<file path="config.mk">
export PLATFORM = sky130hd
export DESIGN_NAME = chan_switchover
export DESIGN_NICKNAME = d
export VERILOG_FILES = /design/src/rtl/swo_pkg.sv /design/src/rtl/swo_sync.sv /design/src/rtl/swo_health_filter.sv /design/src/rtl/swo_fsm.sv /design/src/rtl/swo_out_stage.sv /design/src/rtl/chan_switchover.sv
export SDC_FILE = /design/constraint.sdc
export NUM_CORES = 1
export LEC_CHECK = 0
export BUFFER_PORTS_ARGS = -buffer_cell sky130_fd_sc_hd__buf_2
export CELL_PAD_IN_SITES_DETAIL_PLACEMENT = 1
export CELL_PAD_IN_SITES_GLOBAL_PLACEMENT = 1
export CORE_ASPECT_RATIO = 2
export CORE_MARGIN = 10
export CORE_UTILIZATION = 36
export DETAILED_ROUTE_END_ITERATION = 10
export PLACE_DENSITY = 0.75
export SYNTH_ARGS = -nofsm -noshare
export SYNTH_HDL_FRONTEND = slang
export SYNTH_HIERARCHICAL = 1
export SYNTH_SLANG_ARGS = --single-unit
</file>
<file path="constraint.sdc">
create_clock -name clk -period 1.5 [get_ports clk]
set_input_delay 0.15 -clock clk [delete_from_list [all_inputs] [get_ports clk]]
set_output_delay 0.15 -clock clk [all_outputs]
set_load 0.01 [all_outputs]
</file>
<file path="src/rtl/swo_pkg.sv">
package swo_pkg;

    typedef enum logic {
        CH_A = 1'b0,
        CH_B = 1'b1
    } chan_e;

    typedef struct packed {
        logic b;
        logic a;
    } health_t;

    typedef struct packed {
        logic en;
        logic sel_b;
    } maint_t;

    function automatic chan_e peer(input chan_e c);
        return (c == CH_A) ? CH_B : CH_A;
    endfunction

    function automatic logic chan_ok(input health_t h, input chan_e c);
        return (c == CH_B) ? h.b : h.a;
    endfunction

    function automatic logic all_down(input health_t h);
        return !h.a && !h.b;
    endfunction

endpackage

</file>
<file path="src/rtl/swo_sync.sv">
module swo_sync #(
    parameter int WIDTH  = 2,
    parameter int STAGES = 2
) (
    input  logic             clk,
    input  logic             rst,
    input  logic [WIDTH-1:0] din,
    output logic [WIDTH-1:0] dout
);
    logic [WIDTH-1:0] stg [STAGES];

    always_ff @(posedge clk) begin
        if (rst) begin
            for (int i = 0; i < STAGES; i++) stg[i] <= '0;
        end else begin
            stg[0] <= din;
            for (int i = 1; i < STAGES; i++) stg[i] <= stg[i-1];
        end
    end

    assign dout = stg[STAGES-1];
endmodule

</file>
<file path="src/rtl/swo_health_filter.sv">
module swo_health_filter #(
    parameter int STABLE_CYCLES = 4
) (
    input  logic clk,
    input  logic rst,
    input  logic din,
    output logic q
);
    localparam int CW = $clog2(STABLE_CYCLES + 1);
    localparam logic [CW-1:0] LAST = CW'(STABLE_CYCLES - 1);

    logic [CW-1:0] cnt;

    always_ff @(posedge clk) begin
        if (rst) begin
            q   <= 1'b0;
            cnt <= '0;
        end else if (din == q) begin
            cnt <= '0;
        end else if (cnt == LAST) begin
            q   <= din;
            cnt <= '0;
        end else begin
            cnt <= cnt + 1'b1;
        end
    end
endmodule

</file>
<file path="src/rtl/swo_fsm.sv">
module swo_fsm
    import swo_pkg::*;
(
    input  logic    clk,
    input  logic    rst,
    input  health_t hq,
    output chan_e   state_q,
    output chan_e   state_d
);
    always_comb begin
        state_d = state_q;
        if (!chan_ok(hq, state_q) && chan_ok(hq, peer(state_q)))
            state_d = peer(state_q);
    end

    always_ff @(posedge clk) begin
        if (rst) state_q <= CH_A;
        else     state_q <= state_d;
    end
endmodule

</file>
<file path="src/rtl/swo_out_stage.sv">
module swo_out_stage
    import swo_pkg::*;
#(
    parameter int               WORD_W    = 8,
    parameter logic [WORD_W-1:0] FAIL_SAFE = '0
) (
    input  logic              clk,
    input  logic              rst,
    input  chan_e             auto_d,
    input  health_t           hq,
    input  maint_t            mnt,
    input  logic [WORD_W-1:0] word_a,
    input  logic [WORD_W-1:0] word_b,
    output logic [WORD_W-1:0] plant_word,
    output logic              online_is_b,
    output logic              both_failed,
    output logic              manual_active
);
    chan_e             route;
    logic              down;
    logic [WORD_W-1:0] word_nxt;

    always_comb begin
        route = mnt.en ? chan_e'(mnt.sel_b) : auto_d;
        down  = all_down(hq);
        if (!mnt.en && down)     word_nxt = FAIL_SAFE;
        else if (route == CH_B)  word_nxt = word_b;
        else                     word_nxt = word_a;
    end

    always_ff @(posedge clk) begin
        if (rst) begin
            plant_word    <= FAIL_SAFE;
            online_is_b   <= 1'b0;
            both_failed   <= 1'b1;
            manual_active <= 1'b0;
        end else begin
            plant_word    <= word_nxt;
            online_is_b   <= (route == CH_B);
            both_failed   <= down;
            manual_active <= mnt.en;
        end
    end
endmodule

</file>
<file path="src/rtl/chan_switchover.sv">
module chan_switchover
    import swo_pkg::*;
#(
    parameter int                WORD_W        = 8,
    parameter int                STABLE_CYCLES = 4,
    parameter logic [WORD_W-1:0] FAIL_SAFE     = '0
) (
    input  logic              clk,
    input  logic              rst,
    input  logic              health_a_raw,
    input  logic              health_b_raw,
    input  logic [WORD_W-1:0] word_a,
    input  logic [WORD_W-1:0] word_b,
    input  logic              maint_en,
    input  logic              maint_sel_b,
    output logic [WORD_W-1:0] plant_word,
    output logic              online_is_b,
    output logic              both_failed,
    output logic              manual_active
);
    localparam int SYNC_STAGES = 2;
    localparam int N_CHAN      = 2;

    logic [N_CHAN-1:0] health_raw;
    logic [N_CHAN-1:0] health_sync;
    logic [N_CHAN-1:0] health_qual;
    logic [1:0]        maint_sync;
    health_t           hq;
    maint_t            mnt;
    chan_e             state_q;
    chan_e             state_d;

    assign health_raw = {health_b_raw, health_a_raw};

    swo_sync #(.WIDTH(N_CHAN), .STAGES(SYNC_STAGES)) u_hsync (
        .clk (clk), .rst (rst), .din (health_raw), .dout (health_sync)
    );

    swo_sync #(.WIDTH(2), .STAGES(SYNC_STAGES)) u_msync (
        .clk (clk), .rst (rst), .din ({maint_en, maint_sel_b}), .dout (maint_sync)
    );

    for (genvar c = 0; c < N_CHAN; c++) begin : g_filt
        swo_health_filter #(.STABLE_CYCLES(STABLE_CYCLES)) u_filt (
            .clk (clk), .rst (rst), .din (health_sync[c]), .q (health_qual[c])
        );
    end

    assign hq  = health_t'(health_qual);
    assign mnt = maint_t'(maint_sync);

    swo_fsm u_fsm (
        .clk (clk), .rst (rst), .hq (hq), .state_q (state_q), .state_d (state_d)
    );

    swo_out_stage #(.WORD_W(WORD_W), .FAIL_SAFE(FAIL_SAFE)) u_out (
        .clk           (clk),
        .rst           (rst),
        .auto_d        (state_d),
        .hq            (hq),
        .mnt           (mnt),
        .word_a        (word_a),
        .word_b        (word_b),
        .plant_word    (plant_word),
        .online_is_b   (online_is_b),
        .both_failed   (both_failed),
        .manual_active (manual_active)
    );
endmodule

</file>
Word level (Yosys, flattened, before mapping)
Memory sizes are Yosys's and may differ from the RTL's.
Cells that the tools add are included.
Widths: inputs -> output; s select.
{ "op_classes": {"add_sub_neg": 2, "eq_ne": 4, "n_mux": 13, "n_bitwise": 6, "n_reduce_logical": 12} }
{ "op_table": {"columns": ["cell", "n"], "rows": [
  ["$mux 1", 8],
  ["$mux 2", 4],
  ["$mux 8", 1],
  ["$add 3x1->3 const B", 2],
  ["$eq 3x2->1 const B", 2],
  ["$reduce_or 3->1", 2],
  ["$logic_not 1->1", 4],
  ["$or 1x1->1", 4],
  ["$reduce_and 2->1", 2],
  ["$logic_and 1x1->1", 3],
  ["$eq 1x1->1", 2],
  ["$not 1->1", 2],
  ["$reduce_or 2->1", 1]
]} }
{ "word_totals": {"regBits": 20, "ram_bits": 8, "inputBits": 22, "output_inout_bits": 11, "memories": 2} }
{ "memory_table": {"columns": ["name", "depth", "word_bits", "rd", "rd_ports_with_merged_regs", "wr", "line", "rtl"], "rows": [
  ["u_hsync.stg", 2, 2, 2, 0, 2, "swo_sync.sv:10", "logic [WIDTH-1:0] stg [STAGES];"],
  ["u_msync.stg", 2, 2, 2, 0, 2, "swo_sync.sv:10", null]
]} }

Depth between registers and ports, before layout
{ "logic_depth": {"ltp_word": 6, "mapped_depth": 5, "ltp_nobuf": 5} }

Cells and area by module
Netlist, hierarchy kept.
{ "by_module_without_submodules": {"columns": ["mod", "n_inst", "cells_each", "area_each_um2", "seq_area_each_um2"], "rows": [
  ["swo_out_stage", 1, 34, 385.4, 220.2],
  ["swo_health_filter", 2, 13, 158.9, 80.1],
  ["swo_sync", 2, 10, 120.1, 80.1],
  ["swo_fsm", 1, 5, 40.0, 20.0]
]} }

Worst setup path before layout
No wires, ideal clock.
{ "synth_path": {"path_type": "flip-flop to flip-flop", "start": "register g_filt[0].u_filt.q", "end": "register u_out.plant_word[0]", "setup_ns": 0.124, "arrival_ns": 1.193, "required_ns": 1.376, "slack_ns": 0.182, "path_stages_with_launch": 6, "n_path_buf": 0, "period_less_slack_ns": 1.318, "path_cell_list": "dfxtp_1 > o21bai_1 > nand2_1 > mux2i_4 > mux2i_1 > nor2_1"} }
{ "synth_between": {"elab_chain_len": 6, "word_cells_on_any_way": 11, "classes_between": "5 x mux; 6 x reduce/logical"} }
{ "synth_lines": {"columns": ["item", "line", "rtl"], "rows": [
  ["start, declared", "swo_health_filter.sv:7", "output logic q"],
  ["start signal, assigned", "swo_health_filter.sv:21", "q <= din;"],
  ["$mux 1", "swo_pkg.sv:23", "return (c == CH_B) ? h.b : h.a;"],
  ["$logic_not 1->1", "swo_fsm.sv:12", "if (!chan_ok(hq, state_q) && chan_ok(hq, peer(state_q)))"],
  ["$logic_and 1x1->1 (*)", "swo_fsm.sv:12", null],
  ["$mux 1 (*)", "swo_fsm.sv:12", null],
  ["net state_d", "chan_switchover.sv:31", "chan_e state_d;"],
  ["$mux 1 (*)", "swo_out_stage.sv:24", "route = mnt.en ? chan_e'(mnt.sel_b) : auto_d;"],
  ["$mux 8 (*)", "swo_out_stage.sv:27", "else if (route == CH_B) word_nxt = word_b;"],
  ["end signal, assigned", "swo_out_stage.sv:38", "plant_word <= word_nxt;"],
  ["end, declared", "swo_out_stage.sv:14", "output logic [WORD_W-1:0] plant_word,"]
]} }
Mark *: on every way through the listed nets, which the timed path passes. The rest lies on a longest branch.
A chain may end at the register's enable or synchronous reset.

Worst setup path after layout
{ "layout_path": {"start": "register g_filt[1].u_filt.q", "end": "register u_out.plant_word[4]"} }
{ "layout_between": {"elab_chain_len": 6, "word_cells_on_any_way": 11, "classes_between": "5 x mux; 6 x reduce/logical"} }
{ "layout_lines": {"columns": ["item", "line"], "rows": [
  ["start, declared", "swo_health_filter.sv:7"],
  ["start signal, assigned", "swo_health_filter.sv:21"],
  ["$mux 1", "swo_pkg.sv:23"],
  ["$logic_not 1->1", "swo_fsm.sv:12"],
  ["$logic_and 1x1->1 (*)", "swo_fsm.sv:12"],
  ["$mux 1 (*)", "swo_fsm.sv:12"],
  ["net state_d", "chan_switchover.sv:31"],
  ["$mux 1 (*)", "swo_out_stage.sv:24"],
  ["$mux 8 (*)", "swo_out_stage.sv:27"]
]} }
Marks and branches as above.

==> metrics <==
hpwl dp=1800 microns; vias in the first global route=816; Final #Nets=144; final hold vios=0; P per Cell Area=about 1100 mW/mm^2; setup violators final=0; Syn Nets=~110; Layout area overhead=26.0%; Initial Util=0.378; post-synthesis sequential area ratio=0.570; Netlist cell types=17; Max FO, Critical Path=9; crit-path max cell delay=approximately 0.36 ns; fin. max-slew vios=0; CTS buffer count=3; WHS=~0.08 ns; relative slew slack=0.752; Worst IR Drop VDD=610 uV; gpl congestion=0.615; WL per Instance=about 15 microns; Post-Route WL=2210 microns; Worst Path Class, Setup=reg -> reg; worst endpoint required time=around 1.7 ns; Clock Latency Late Sink=0.27 ns; Seq cells post-synth=28; Arrival @ worst endpoint=1.54 ns; max cap viols=0; GRT Total Usage=0.0860; Yosys warning count=6; Worst path slowest cell=dfxtp_2; Die ar.=0.00535 sq mm; ANT cells=0; RSZ-0062 raised after global routing=false; share of cells above drive strength 1=0.359; clock skew=roughly 0.004 ns; Syn Inst Count=85; CP Launch Type=flip-flop; Die X=57.0 microns; root buf cell=clkbuf_8; die height=93.9 microns; ANT nets after route=0; initial antenna violation count=0; Setup TNS=0 ns; Post-CTS Hold Fix Bufs=0; Ports=33; largest net degree at the start of global routing=22; # rows=26; first-iteration detailed-routing DRC count=5; Max Freq=727 MHz; clock slew at reported path FFs=0.09 ns; Leakage=0.599 nW; CTS Buffer Depth=2; CP endpoint kind=flip-flop; first-pass GRT wire length=3610 microns; htree depth=1; fin crit period=1.38 ns; Post-Synthesis Cell Area=983 sq um; vias=685; outcome=completed; router iterations before antenna repair=2; Period Utilization, post-route=0.917; pin slew with the least headroom to its limit=0.373 ns; CP Cell Sequence=o21bai_1 > nand2_1 > mux2i_4 > buf_12 > mux2i_1 > nor2_1; core area=0.00260 sq mm; CTS tree=built; Worst Hold Class=in -> reg; Congestion Overflow GR=0; Vias/cell=4.72; Buffers on Ports=32; CTS Sinks=28; DR DRC count=0; Syn Area/Cell=11.6 sq um
## repair_timing
| action | in CTS | in global routing |
|---|---|---|
| setup buffers | 0 | 0 |
| endpoints found under the setup margin | 0 | 8 |
| resized for setup | 0 | 2 |
## final timing paths
check	start	endpoint	slack [ns]	cells after the start
worst max-delay path	g_filt[1].u_filt/q$_SDFFE_PP0P_	u_out/plant_word[4]$_SDFF_PP0_	0.12	6
worst min-delay path	maint_sel_b	u_msync/stg[0][0]$_SDFF_PP0_	0.08	2
worst max register to register	g_filt[1].u_filt/q$_SDFFE_PP0P_	u_out/plant_word[4]$_SDFF_PP0_	0.12	6
worst min register to register	g_filt[1].u_filt/cnt[0]$_SDFF_PP0_	g_filt[1].u_filt/cnt[0]$_SDFF_PP0_	0.43	1
## power by group
| group | leakage, nW | internal, mW | total (mW) | switching, mW |
|---|---|---|---|---|
| clock network | 0.0357 | 0.357 | 0.583 | 0.226 |
| logic | 0.334 | 0.0404 | 0.0723 | 0.0319 |
| registers | 0.229 | 0.759 | 0.766 | 0.00708 |
| total | 0.599 | 1.16 | 1.42 | 0.265 |
## logic make-up after synthesis
family / synth area share
adder cells (fa/ha/maj): 0.0509
AND/OR/NAND/NOR: 0.174
buffers and inverters: 0.0420
multiplexers: 0.125
flip-flops: 0.570
XOR/XNOR: 0.0178
AO/OA/AOI/OAI: 0.0203
## registers in the layout, indices dropped and copies added, names as in the netlist
register	cells
u_hsync/stg	4
g_filt.u_filt/cnt	6
u_out/plant_word	8
u_out/online_is_b	1
u_fsm/state_q	1
u_out/both_failed	1
g_filt.u_filt/q	2
u_out/manual_active	1
u_msync/stg	4
## per-stage QoR
stage	instances	total power, mW	worst slack (ns)	instance area [sq um]	utilization
2_1_floorplan	85	0.817	0.182	983	-
5_1_grt	145	1.48	0.0113	1240	0.476
4_1_cts	145	1.44	0.0467	1240	0.475
6_report	145	1.42	0.124	1240	0.476
3_3_place_gp	141	0.853	0.144	1160	0.448
3_5_place_dp	141	0.858	0.0821	1160	0.448
## synth_stat cells
cell type | number | area (sq um)
mux2i_1 | 10 | 100
nor2b_1 | 9 | 56.3
buf_1 | 1 | 3.75
buf_4 | 4 | 30.0
ha_1 | 4 | 50.1
or2_1 | 1 | 6.26
xnor2_1 | 2 | 17.5
nand2_1 | 2 | 7.51
o21bai_1 | 2 | 15.0
nor4b_2 | 2 | 30.0
mux2i_4 | 1 | 22.5
nor3_1 | 1 | 5.00
nor4_1 | 4 | 25.0
a21oi_1 | 1 | 5.00
nor2_1 | 11 | 41.3
inv_1 | 2 | 7.51
dfxtp_1 | 28 | 561
## placed cells by master, fill, tap and decap left out, types with 2 or more instances in the layout
cell type,instances
o21bai_1,2
nor2_1,11
nor4_1,4
inv_1,2
nor4b_2,2
mux2i_1,10
nor2b_1,9
clkbuf_8,3
xnor2_1,2
dfxtp_1,26
nand2_1,2
buf_2,32
dfxtp_2,2
ha_1,4
## area by class of cell
type	count	area, sq um
inverters	2	7.51
well taps	28	35.0
flip-flops and latches	28	563
multi-input cells	50	382
clock inverters	1	30.0
repair buffers	33	180
fillers	311	1360
clock buffers	3	41.3
## critical path: cells and delay by family (launching register included)
family	cells	cell delay (ns)
mux	2	0.39
flops	1	0.36
compound gates	1	0.18
simple gates	2	0.18
buf+inv	1	0.16
## per-layer routing
layer / track usage / vias to the layer above / wire, microns
met2: 0.169 / 24 / 1290
met3: 0.0379 / 4 / 192
met5: 0 / - / 0
li1: - / 344 / -
met1: 0.0623 / 313 / 672
met4: 0.0531 / 0 / 45
No activity file was read; power rests on OpenSTA's default activity.
